`config.mk`:
```
export PLATFORM = sky130hd
export DESIGN_NAME = five_level_pwm
export DESIGN_NICKNAME = d
export VERILOG_FILES = /design/src/rtl/fivelvl_pkg.sv /design/src/rtl/pwm_compare.sv /design/src/rtl/pwm_control.sv /design/src/rtl/dead_band_pair.sv /design/src/rtl/gate_datapath.sv /design/src/rtl/five_level_pwm.sv
export SDC_FILE = /design/constraint.sdc
export NUM_CORES = 1
export LEC_CHECK = 0
export BUFFER_PORTS_ARGS = -buffer_cell sky130_fd_sc_hd__clkbuf_2
export CORE_UTILIZATION = 40
export DETAILED_ROUTE_END_ITERATION = 6
export PLACE_DENSITY_LB_ADDON = 0.08
export REMOVE_ABC_BUFFERS = 1
export SLEW_MARGIN = 10
export SYNTH_ARGS = -nofsm -noshare
export SYNTH_HDL_FRONTEND = slang
export SYNTH_SLANG_ARGS = --single-unit
```
`constraint.sdc`:
```
create_clock -name clk -period 17 [get_ports clk]
set_input_delay 2.55 -clock clk [delete_from_list [all_inputs] [get_ports clk]]
set_output_delay 2.55 -clock clk [all_outputs]
set_load 0.02 [all_outputs]
```
`src/rtl/fivelvl_pkg.sv`:
```
package fivelvl_pkg;
  // Target produced by the band comparator
  typedef struct packed {
    logic       neg;
    logic [1:0] mag;
  } target_t;

  // Strobes from control to the gate datapath
  typedef struct packed {
    logic dcPos;   // positive link upper switch wanted
    logic dcNeg;   // negative link lower switch wanted
    logic legA;    // positive bridge polarity wanted
  } gateReq_t;
endpackage

```
`src/rtl/pwm_compare.sv`:
```
module pwm_compare
  import fivelvl_pkg::*;
#(
  parameter int W = 12
) (
  input  logic signed [W-1:0] refIn,
  input  logic [W-1:0]        carrierIn,
  input  logic [W-1:0]        carrierAmp,
  output target_t             tgt
);
  logic signed [W:0] refExt;
  logic [W:0] magU, ampExt, carExt, excess;
  logic upperBand;

  always_comb begin
    refExt    = {refIn[W-1], refIn};
    magU      = refExt[W] ? unsigned'(-refExt) : unsigned'(refExt);
    ampExt    = {1'b0, carrierAmp};
    carExt    = {1'b0, carrierIn};
    upperBand = magU > ampExt;
    excess    = magU - ampExt;
    tgt.neg   = refExt[W];
    if (upperBand) tgt.mag = (excess > carExt) ? 2'd2 : 2'd1;
    else           tgt.mag = (magU > carExt) ? 2'd1 : 2'd0;
  end
endmodule

```
`src/rtl/pwm_control.sv`:
```
module pwm_control
  import fivelvl_pkg::*;
(
  input  logic              clk,
  input  logic              rstN,
  input  target_t           tgt,
  output logic signed [2:0] levelQ,
  output gateReq_t          req
);
  logic signed [2:0] tgtLvl, levelNext;
  logic halfUse;   // 0: positive upper switch, 1: negative lower switch
  logic posQ;
  logic halfNow, halfNext, entry;

  always_comb begin
    tgtLvl = tgt.neg ? -$signed({1'b0, tgt.mag}) : $signed({1'b0, tgt.mag});
    if (tgtLvl > levelQ)      levelNext = levelQ + 3'sd1;
    else if (tgtLvl < levelQ) levelNext = levelQ - 3'sd1;
    else                      levelNext = levelQ;
    halfNow  = (levelQ == 3'sd1) || (levelQ == -3'sd1);
    halfNext = (levelNext == 3'sd1) || (levelNext == -3'sd1);
    entry    = halfNext && !halfNow;
  end

  always_ff @(posedge clk) begin
    if (!rstN) begin
      levelQ  <= '0;
      halfUse <= 1'b1;
      posQ    <= 1'b1;
    end else begin
      levelQ <= levelNext;
      if (entry) halfUse <= ~halfUse;
      if (levelQ == 3'sd0) posQ <= ~tgt.neg;
    end
  end

  always_comb begin
    req.legA = posQ;
    if (levelQ == 3'sd0) begin
      req.dcPos = 1'b0;
      req.dcNeg = 1'b0;
    end else if (halfNow) begin
      req.dcPos = ~halfUse;
      req.dcNeg = halfUse;
    end else begin
      req.dcPos = 1'b1;
      req.dcNeg = 1'b1;
    end
  end

  a_r5_single_step: assert property (@(posedge clk) disable iff (!rstN)
    (levelQ == $past(levelQ)) || (levelQ == $past(levelQ) + 3'sd1) ||
    (levelQ == $past(levelQ) - 3'sd1));

  a_r10_level_range: assert property (@(posedge clk) disable iff (!rstN)
    (levelQ <= 3'sd2) && (levelQ >= -3'sd2));

  a_r8_flip_at_zero: assert property (@(posedge clk) disable iff (!rstN)
    (posQ != $past(posQ)) |-> ($past(levelQ) == 3'sd0));

  a_r6_alternate: assert property (@(posedge clk) disable iff (!rstN)
    (halfNow && !$past(halfNow)) |-> (halfUse != $past(halfUse)));
endmodule

```
`src/rtl/dead_band_pair.sv`:
```
module dead_band_pair #(
  parameter int DW      = 8,
  parameter bit INIT_HI = 1'b0
) (
  input  logic          clk,
  input  logic          rstN,
  input  logic          reqHi,
  input  logic [DW-1:0] deadTime,
  output logic          hiQ,
  output logic          loQ
);
  logic          sideQ;
  logic [DW-1:0] cntQ;

  always_ff @(posedge clk) begin
    if (!rstN) begin
      sideQ <= INIT_HI;
      hiQ   <= INIT_HI;
      loQ   <= ~INIT_HI;
      cntQ  <= '0;
    end else if (reqHi != sideQ) begin
      sideQ <= reqHi;
      if (deadTime == '0) begin
        hiQ  <= reqHi;
        loQ  <= ~reqHi;
        cntQ <= '0;
      end else begin
        hiQ  <= 1'b0;
        loQ  <= 1'b0;
        cntQ <= deadTime;
      end
    end else if (cntQ != '0) begin
      cntQ <= cntQ - 1'b1;
      if (cntQ == DW'(1)) begin
        hiQ <= sideQ;
        loQ <= ~sideQ;
      end
    end
  end

  a_r7_no_overlap: assert property (@(posedge clk) disable iff (!rstN)
    !(hiQ && loQ));

  a_r9_off_first: assert property (@(posedge clk) disable iff (!rstN)
    ((reqHi != sideQ) && (deadTime != '0)) |=> (!hiQ && !loQ));
endmodule

```
`src/rtl/gate_datapath.sv`:
```
module gate_datapath
  import fivelvl_pkg::*;
#(
  parameter int DW = 8
) (
  input  logic          clk,
  input  logic          rstN,
  input  gateReq_t      req,
  input  logic [DW-1:0] deadTime,
  output logic [3:0]    onSide,
  output logic [3:0]    offSide
);
  localparam int NPAIR = 4;
  localparam logic [NPAIR-1:0] INIT_MASK = 4'b0100;

  logic [NPAIR-1:0] reqVec;
  assign reqVec = {~req.legA, req.legA, req.dcNeg, req.dcPos};

  for (genvar i = 0; i < NPAIR; i++) begin : g_pair
    dead_band_pair #(.DW(DW), .INIT_HI(INIT_MASK[i])) u_pair (
      .clk      (clk),
      .rstN     (rstN),
      .reqHi    (reqVec[i]),
      .deadTime (deadTime),
      .hiQ      (onSide[i]),
      .loQ      (offSide[i])
    );
  end
endmodule

```
`src/rtl/five_level_pwm.sv`:
```
module five_level_pwm
  import fivelvl_pkg::*;
#(
  parameter int W  = 12,
  parameter int DW = 8
) (
  input  logic                clk,
  input  logic                rstN,
  input  logic signed [W-1:0] refIn,
  input  logic [W-1:0]        carrierIn,
  input  logic [W-1:0]        carrierAmp,
  input  logic [DW-1:0]       deadTime,
  output logic                gPosUp,
  output logic                gPosDn,
  output logic                gNegDn,
  output logic                gNegUp,
  output logic                gAHi,
  output logic                gALo,
  output logic                gBHi,
  output logic                gBLo,
  output logic signed [2:0]   levelCode
);
  target_t    tgt;
  gateReq_t   req;
  logic [3:0] onSide, offSide;

  pwm_compare #(.W(W)) u_compare (
    .refIn      (refIn),
    .carrierIn  (carrierIn),
    .carrierAmp (carrierAmp),
    .tgt        (tgt)
  );

  pwm_control u_control (
    .clk    (clk),
    .rstN   (rstN),
    .tgt    (tgt),
    .levelQ (levelCode),
    .req    (req)
  );

  gate_datapath #(.DW(DW)) u_gates (
    .clk      (clk),
    .rstN     (rstN),
    .req      (req),
    .deadTime (deadTime),
    .onSide   (onSide),
    .offSide  (offSide)
  );

  assign gPosUp = onSide[0];
  assign gPosDn = offSide[0];
  assign gNegDn = onSide[1];
  assign gNegUp = offSide[1];
  assign gAHi   = onSide[2];
  assign gALo   = offSide[2];
  assign gBHi   = onSide[3];
  assign gBLo   = offSide[3];
endmodule

```
======== Yosys cells after proc, flatten, opt, wreduce, memory -nomap -nowiden ========
Index checks and enable logic that the tools add are counted.
word-level totals
  register bits ........................... 49
  bits of input ports ..................... 46
cells by class
  order comparisons ....................... 5
  reductions and logical operators ........ 22
  mux-type cells .......................... 48
  bitwise operators ....................... 9
  equality and inequality tests ........... 12
  add/sub/neg operators ................... 9
operator list
  cell                 count
  $mux 8               9
  $gt 13x12->1         3
  $eq 8x1->1 const B   4
  $reduce_bool 8->1    4
  $sub 8x1->8 const B  4
  $mux 1               31
  $reduce_bool 2->1    8
  $mux 13              1
  $neg 12->13          1
  $sub 13x12->13       1
  $mux 3               3
  $not 1->1            9
  $logic_not 8->1      1
  $mux 2               4
  $reduce_and 2->1     4
  $eq 3x1->1 const B   2
  $eq 3x2->1 const B   2
  $ne 1x1->1           4
  $add 3x2->3 const B  1
  $gt 3x3->1           1
  $logic_not 3->1      1
  $lt 3x3->1           1
  $neg 2->3            1
  $sub 3x2->3 const B  1
  other kinds (3)      4

======== Logic depth before layout (Yosys ltp) ========
Gate-level depths: netlist of run 1.
  word-level depth ........................ 14
  mapped depth ............................ 30

======== Cells and area by module ========
From an unflattened synthesis of run 1, not the netlist that was laid out.
second synthesis, totals
  cell total of the unflattened synthesis .. 543
  area total of the unflattened synthesis .. 4667.0 um^2
modules (own cells, without submodules)
  module                                          area an instance (um^2)  times used  cells each
  dead_band_pair at u_gates.g_pair[0].u_pair ...  710.7                    3           73
  pwm_compare                                     1352.5                   1           189
  dead_band_pair at u_gates.g_pair[2].u_pair      694.4                    1           78
  pwm_control                                     484.2                    1           56
  gate_datapath                                   3.8                      1           1

======== Worst setup path before layout of run 1 ========
No wires, ideal clock.
  path type ............................... input-to-reg
  start ................................... in refIn[0]
  end ..................................... reg u_control.halfUse
  library setup time ...................... 0.121 ns
  slack ................................... 8.889 ns
  stages .................................. 30
  data required time ...................... 16.879 ns
  data arrival time ....................... 7.991 ns
  cells stage by stage .................... inv_1 -> ha_1 -> nor4bb_1 -> nor2b_1 -> xor2_1 -> ha_1 -> buf_6 -> a21o_1 -> a31o_1 -> a221o_1 -> nand2_1 -> a21oi_1 -> xor2_1 -> ha_1 -> a21o_1 -> a21oi_1 -> a21o_1 -> a31oi_1 -> o31ai_2 -> o21ai_0 -> ha_1 -> nand2_1 -> o21ai_2 -> ha_1 -> nor3b_1 -> a21o_1 -> mux2i_1 -> xnor2_1 -> mux2i_1 -> mux2_2
on the way
  longest elaborated chain between the ends .. 14
  elaborated cells between the ends (all ways) .. 19
  classes of those cells .................. 3 x add/sub; 5 x order compare; 2 x eq/ne; 7 x mux; 2 x reduce/logical
RTL lines
  item                                      RTL line             RTL
  from (decl)                               five_level_pwm.sv:9  input logic signed [W-1:0] refIn,
  $neg 12->13                               pwm_compare.sv:17    magU = refExt[W] ? unsigned'(-refExt) : unsigned'(refExt);
  $mux 13 (*)                               pwm_compare.sv:17
  $sub 13x12->13                            pwm_compare.sv:21    excess = magU - ampExt;
  $gt 13x12->1                              pwm_compare.sv:23    if (upperBand) tgt.mag = (excess > carExt) ? 2'd2 : 2'd1;
  $mux 2                                    pwm_compare.sv:23
  $mux 2 (*)                                pwm_compare.sv:23
  $neg 2->3                                 pwm_control.sv:16    tgtLvl = tgt.neg ? -$signed({1'b0, tgt.mag}) : $signed({1'b0, tgt.mag});
  $mux 3 (*)                                pwm_control.sv:16
  $lt 3x3->1                                pwm_control.sv:18    else if (tgtLvl < levelQ) levelNext = levelQ - 3'sd1;
  $mux 3                                    pwm_control.sv:18
  $mux 3 (*)                                pwm_control.sv:17    if (tgtLvl > levelQ) levelNext = levelQ + 3'sd1;
  $eq 3x2->1 or $eq 3x1->1 (tied branches)  pwm_control.sv:21    halfNext = (levelNext == 3'sd1) || (levelNext == -3'sd1);
  $logic_or 1x1->1 (*)                      pwm_control.sv:21
  $logic_and 1x1->1 (*)                     pwm_control.sv:22    entry = halfNext && !halfNow;
  to (signal assigned)                      pwm_control.sv:32    if (entry) halfUse <= ~halfUse;
  to (decl)                                 pwm_control.sv:11    logic halfUse;
Mark *: on every way between the ends. The rest lies on a longest branch, timed or not.
A chain may end at the register's enable or synchronous reset.

======== Worst setup path in the final report of run 1 ========
Ends and elaborated chain as after synthesis.

==> results of run 1 <==
-- routing by layer --
layer | track usage [%] | vias to the layer above | routed length [µm]
li1 | - | 1983 | -
met1 | 29.2 | 1722 | 5550
met2 | 28.2 | 50 | 4040
met3 | 3.02 | 10 | 369
met4 | 3.37 | 0 | 98
met5 | 0 | - | 0
-- cells in the mapped netlist (11+ instances only) --
library cell	number	area (µm²)
nor3_1	20	100
xor2_1	14	123
dfxtp_1	49	981
a21oi_1	29	145
nand3_1	13	65.1
inv_1	48	180
xnor2_1	26	228
ha_1	53	663
nor2_1	50	188
a211oi_1	24	180
o21ai_0	17	85.1
nand2_1	47	176
nor4_1	11	68.8
-- stage by stage --
| step | hold WS [ns] | util (%) | power (mW) | worst slack [ns] | instances |
|---|---|---|---|---|---|
| 2_1_floorplan | 0.470 | - | 0.565 | 8.92 | 513 |
| 3_3_place_gp | 0.453 | 45.7 | 0.662 | 8.39 | 702 |
| 3_5_place_dp | 0.448 | 45.7 | 0.665 | 8.25 | 702 |
| 4_1_cts | 0.468 | 46.6 | 0.738 | 8.56 | 710 |
| 5_1_grt | 0.507 | 46.6 | 0.815 | 8.04 | 710 |
| 6_report | 0.464 | 46.6 | 0.735 | 8.56 | 710 |
-- area by class of cell --
class,count,area (µm²),share of cell area (%)
clock inverters,2,15.0,0.325
flip-flops and latches,49,981,21.3
multi-input cells,416,2920,63.2
clock buffers,6,72.6,1.57
well taps,133,166,3.61
repair buffers,56,280,6.08
inverters,48,180,3.91
-- cells by family (layout without fill, tap and decap cells) --
group | count (synthesis) | in the layout
buffers and inverters | 59 | 112
multiplexers | 8 | 8
adder cells (fa/ha/maj) | 54 | 54
AND/OR/NAND/NOR | 188 | 188
flip-flops | 49 | 49
AO/OA/AOI/OAI | 126 | 126
XOR/XNOR | 40 | 40
-- placed cells by master, fill, tap and decap left out, types with 5 or more instances in the layout --
cell      netlist  final
nand3_1        13     13
nand2b_1        7      7
dfxtp_1        49     49
xor2_1         14     14
nor4_1         11     11
inv_1          48     48
o21a_1          5      5
a211oi_1       24     24
clkbuf_8        0      5
nand2_1        47     47
a21oi_1        29     29
ha_1           53     53
o211ai_1        9      9
xnor2_1        26     26
mux2i_1         7      7
o31ai_1         8      8
nor3_1         20     20
clkbuf_2        0     56
o21ai_0        17     17
a21o_1          6      6
nor2_1         50     50
and2_1          5      5
nor2b_1         9      9
-- worst max-delay path by stage --
stage | slack [ns] | start | cells after the start | end
final | 8.56 | refIn[0] | 30 | u_control.halfUse
after global routing | 8.04 | refIn[0] | 30 | u_control.halfUse
after global placement | 8.39 | refIn[0] | 30 | u_control.halfUse
after detailed placement | 8.25 | refIn[0] | 30 | u_control.halfUse
after CTS | 8.56 | refIn[0] | 30 | u_control.halfUse
after floorplan | 8.92 | refIn[0] | 29 | u_control.halfUse
-- worst max-delay path, delay by kind of cell --
kind                     cells  cell delay [ns]
XOR/XNOR                     3             0.50
AO/OA/AOI/OAI               10             1.88
buffers and inverters        2             0.20
AND/OR/NAND/NOR              7             1.30
multiplexers                 3             0.80
adder cells (fa/ha/maj)      5             1.39
-- power by group through the flow --
stage                     clock (mW)  sequential [mW]  combinational, mW
final                         0.0693            0.210              0.456
after global routing          0.0783            0.218              0.519
after CTS                     0.0720            0.209              0.457
after detailed placement           0            0.211              0.453
after global placement             0            0.211              0.450
after floorplan                    0            0.212              0.354
-- flip-flops by register name, summed over array words and instances, names as in the netlist --
name / cells
u_gates.g_pair.u_pair.hiQ: 4
u_control.halfUse: 1
u_gates.g_pair.u_pair.loQ: 4
u_gates.g_pair.u_pair.sideQ: 4
u_control.posQ: 1
u_gates.g_pair.u_pair.cntQ: 32
u_control.levelQ: 3
==> results.py, run 1 <==
metrics = {
    "logic_synthesis": {
        "synthFlopType": "dfxtp_1",
        "synth_top_family_by_area": "simple AND/OR/NAND/NOR gates",
        "synth_compound_area_share_pct": 21.3,
        "synth-xor-area-share_pct": 8.46,
        "synth-adder-area-share_pct": 16.5,
        "syn_avg_cell_area_um2": 7.90,
        "mappedNetlistArea_um2": 4140,
        "synthesis.instances": 524,
        "yosys.area_share.simple_pct": 22.2,
        "yosysUniqueCellTypes": 54,
        "ys_seq_elements": 49,
        "synth_enable_flop_cells": 0,
        "synthMuxAreaShare_pct": 1.96,
        "synthArstFlopShare_pct": 0,
        "yosys_warnings": 0,
        "seq_area_frac_synth_pct": 23.7,
    },
    "worst_setup_path": {
        "r2r_cells": 8,
        "cp_slowest_cell": "a221o_1",
        "cp_max_fo": 7,
        "crit_type": "in2reg",
        "endpoint_kind": "flop",
        "arrival_ns": 8.64,
        "r2r_slack_ns": 14.56,
        "required_ns": 17.20,
        "reg2reg_to": "u_control.halfUse",
        "max_stage_delay_ns": 0.41,
        "cpMostUsedCell": "ha_1",
        "worst_setup_path_start_kind": "input port",
        "r2r-start": "u_control.levelQ[2]",
    },
    "timing": {
        "finalCritPeriodShare_pct": 49.7,
        "worstMarginPinSlew_ns": 1.05,
        "fin_skew_ns": 0.0167,
        "tns_ns": 0,
        "slew_headroom_pct": 29.5,
        "rsz0062_at_grt": "false",
        "final_max_slew_viol_count": 0,
        "setup-violations-final": 0,
        "period_needed_ns": 8.44,
        "timing.fmax_mhz": 118,
        "final_hold_viol_count": 0,
    },
    "cts": {
        "cts_max_level": 2,
        "post_cts_resized": 0,
        "cts_max_path_buffers": 2,
        "cts-root-buf": "clkbuf_8",
        "cts_setup_buffers": 0,
        "cts_buffers": 5,
        "cts_tree": "yes",
        "clk_latency_ns": 0.31,
        "postCtsHoldBufs": 0,
        "path_clk_slew_ns": 0.08,
        "clock_sinks": 49,
    },
    "route": {
        "dr.pass1.iters": 4,
        "ant_nets": 0,
        "vias_per_cell": 5.30,
        "wl_um": 10000,
        "drt_iter0_drc": 138,
        "wl_per_cell_um": 14.2,
        "drc": 0,
        "vias": 3765,
    },
    "placement": {
        "place_area_um2": 4530,
        "io_buffers": 56,
        "place_congestion": 0.820,
        "dp_hpwl_um": 7960,
    },
    "layout": {
        "drive_gt1_share_pct": 13.0,
        "fin_area_um2": 4610,
        "fillCellCount": 1024,
        "syn_to_final_growth_pct": 11.5,
        "antenna_cells": 0,
        "nets": 676,
    },
    "grt": {
        "grt_pass1_vias": 3507,
        "grt-ovfl-total": 0,
        "grt_start_max_net_pins": 31,
        "grt_antenna_before_repair": 0,
        "grt_pass1_wl_um": 16900,
        "grtUsageTotal_pct": 19.1,
    },
    "floorplanning": {
        "initial_core_util_pct": 41.8,
        "io_pins": 57,
        "die_w_um": 104,
        "die_h_um": 104,
        "dieArea_um2": 10800,
        "rows": 36,
        "core-area_um2": 9910,
    },
    "status": {
        "run_status": "finished, final reports clean",
    },
    "power_and_ir_drop": {
        "combinationalPowerShare_pct": 62.0,
        "seqPwrFrac_pct": 28.6,
        "p_int_uw": 385,
        "p_sw_share_pct": 47.5,
        "p_sw_uw": 349,
        "irDropWorstVdd_v": 0.0000961,
        "clockPowerShare_pct": 9.4,
        "p_leak_nw": 2.08,
        "power_density_nw_per_um2": 159,
    },
    "worst_hold_path": {
        "hold_start": "u_gates.g_pair[1].u_pair.hiQ",
        "hold_path.class": "reg2reg",
        "min_path_cells": 2,
        "whs_endpoint": "u_gates.g_pair[1].u_pair.hiQ",
    },
    "run": {
        "drv_cap": 0,
    },
}
No activity file was read; power rests on OpenSTA's default activity.
==> run 2, diff against run 1 <==
- ABC_AREA: unset -> 1
- clock period: 17 -> 8 ns (I/O delays scaled with it)
==> results.py, run 2 <==
metrics = {
    "logic_synthesis": {
        "yosysUniqueCellTypes": 37,
        "synth_most_common_cell": "nand2_1",
        "synth_compound_area_share_pct": 13.8,
        "seq_area_frac_synth_pct": 22.8,
        "synth_top_area_cell": "dfxtp_1",
        "yosys_warnings": 0,
        "syn_avg_cell_area_um2": 6.47,
        "synth_top_family_by_area": "simple AND/OR/NAND/NOR gates",
        "ys_seq_elements": 49,
        "synthesis.instances": 664,
        "synth_enable_flop_cells": 0,
        "synthFlopType": "dfxtp_1",
        "synth_top_area_share_pct": 22.8,
        "yosys.area_share.simple_pct": 30.2,
        "synthMuxAreaShare_pct": 0,
        "synthArstFlopShare_pct": 0,
        "synth-xor-area-share_pct": 6.72,
        "mappedNetlistArea_um2": 4300,
        "netlist_top_cells_area": "dfxtp_1 23%, ha_1 15%, nand2_1 14%, inv_1 9.2%, nor2_1 6.0%",
        "ys_top_cells_by_count": "164 x nand2_1, 105 x inv_1, 69 x nor2_1",
        "synth-adder-area-share_pct": 15.9,
    },
    "grt": {
        "grt_pass1_wl_um": 18400,
        "grt_start_max_net_pins": 22,
        "grt_pass1_vias": 3930,
        "grtUsageTotal_pct": 20.2,
        "grt_antenna_before_repair": 0,
        "grt-ovfl-total": 0,
    },
    "timing": {
        "final_hold_viol_count": 0,
        "worstMarginPinSlew_ns": 0.723,
        "timing.fmax_mhz": 171,
        "final_max_slew_viol_count": 0,
        "slew_headroom_pct": 51.4,
        "tns_ns": 0,
        "setup-violations-final": 0,
        "finalCritPeriodShare_pct": 73.0,
        "period_needed_ns": 5.84,
        "fin_skew_ns": 0.0101,
        "rsz0062_at_grt": "false",
    },
    "route": {
        "dr.pass1.iters": 6,
        "drc": 0,
        "wl_per_cell_um": 12.7,
        "wl_met2_um": 4900,
        "met1_length_um": 5390,
        "drt_iter0_drc": 226,
        "wl_um": 10900,
        "highest_layer": "met4",
        "dr_wl_met3_um": 498,
        "vias_per_cell": 5.01,
        "ant_nets": 0,
        "vias": 4296,
    },
    "worst_setup_path": {
        "arrival_ns": 6.02,
        "cpMostUsedCell": "nand2_1",
        "r2r_slack_ns": 5.91,
        "worst_setup_path_start_kind": "input port",
        "required_ns": 8.18,
        "cp_slowest_cell": "ha_1",
        "max_stage_delay_ns": 0.41,
        "crit_type": "in2reg",
        "endpoint_kind": "flop",
        "cp_max_fo": 6,
    },
    "cts": {
        "path_clk_slew_ns": 0.08,
        "cts_max_level": 2,
        "cts_max_path_buffers": 2,
        "clk_latency_ns": 0.30,
        "postCtsHoldBufs": 0,
        "cts_setup_buffers": 0,
        "cts_tree": "yes",
        "cts-root-buf": "clkbuf_8",
        "cts_buffers": 5,
        "clock_sinks": 49,
        "post_cts_resized": 0,
    },
    "layout": {
        "largest_reg_flops": 32,
        "largest-register": "u_gates.g_pair.u_pair.cntQ",
        "drive_gt1_share_pct": 11.2,
        "nets": 820,
        "syn_to_final_growth_pct": 11.5,
        "antenna_cells": 0,
        "mostFrequentLayoutCells": "164 x nand2_1, 105 x inv_1, 69 x nor2_1",
        "final_common_cell": "nand2_1",
    },
    "run": {
        "drv_cap": 0,
    },
    "floorplanning": {
        "die_w_um": 106,
        "initial_core_util_pct": 41.4,
        "io_pins": 57,
        "rows": 37,
        "core-area_um2": 10400,
        "die_h_um": 106,
        "dieArea_um2": 11200,
    },
    "worst_hold_path": {
        "hold_path.class": "reg2reg",
    },
    "power_and_ir_drop": {
        "p_total_mw": 1.63,
        "power_density_nw_per_um2": 340,
        "p_leak_nw": 2.54,
        "irDropWorstVdd_v": 0.000178,
    },
    "status": {
        "run_status": "finished, final reports clean",
    },
    "placement": {
        "io_buffers": 56,
        "dp_hpwl_um": 8790,
        "place_congestion": 0.861,
    },
}
==> run 2: cell count changes in the layout (fill, tap and decap cells not counted), moves of 8 or more <==
cell	delta
nor3_1	-13
nor2b_1	-9
nand3_1	+33
a21oi_1	+11
nor4_1	-8
xor2_1	+8
o21ai_0	+11
xnor2_1	-15
nor2_1	+19
a211oi_1	-23
nand2_1	+117
nand4_1	+9
inv_1	+57
==> run 2: cell type report <==
cell class	count	area, µm²
inverters	110	413
fillers	1090	5580
flip-flops and latches	49	981
repair buffers	56	280
multi-input cells	498	2860
well taps	136	170
clock buffers	5	68.8
clock inverters	3	17.5
==> run 2: path summary, 6_finish.rpt <==
path,cells after the start,end,from
max,36,u_control.halfUse,refIn[0]
min,2,u_gates.g_pair[2].u_pair.hiQ,u_gates.g_pair[2].u_pair.hiQ
max reg2reg,11,u_gates.g_pair[1].u_pair.cntQ[5],u_control.levelQ[1]
min reg2reg,2,u_gates.g_pair[2].u_pair.hiQ,u_gates.g_pair[2].u_pair.hiQ
==> run 2: report_power, final <==
group | internal, mW | leakage, nW | switching, mW
Sequential | 0.346 | 0.407 | 0.0751
Combinational | 0.381 | 2.09 | 0.680
Clock | 0.0605 | 0.0439 | 0.0846
Total | 0.788 | 2.54 | 0.839
==> run 2: kinds of logic after synthesis <==
group	Yosys count
compound gates	101
fa+ha+maj	54
flops	49
buf+inv	117
xor+xnor	33
simple gates	310
==> run 2: per-stage QoR <==
step | utilization [%] | worst slack, ns | cell area (µm²) | std cells | hold slack, ns
2_1_floorplan | - | 2.56 | 4260 | 657 | 0.467
3_3_place_gp | 45.4 | 1.97 | 4710 | 849 | 0.474
3_5_place_dp | 45.4 | 1.88 | 4710 | 849 | 0.471
4_1_cts | 46.2 | 2.19 | 4790 | 857 | 0.496
5_1_grt | 46.2 | 1.62 | 4790 | 857 | 0.529
6_report | 46.2 | 2.16 | 4790 | 857 | 0.490
==> run 2: worst max-delay path, delay by kind of cell <==
kind | cells | cell delay (ns)
buffers and inverters | 4 | 0.28
adders and majority gates | 5 | 1.42
AOI/OAI and AO/OA | 2 | 0.54
and+or+nand+nor | 24 | 2.39
xor gates and xnor gates | 1 | 0.18
==> run 2: metal layers <==
layer  GRT usage, %  vias to the layer above
met5              0                        -
met4           4.27                        0
met3           2.23                       12
met2           32.4                      104
met1           29.1                     1910
li1               -                     2270
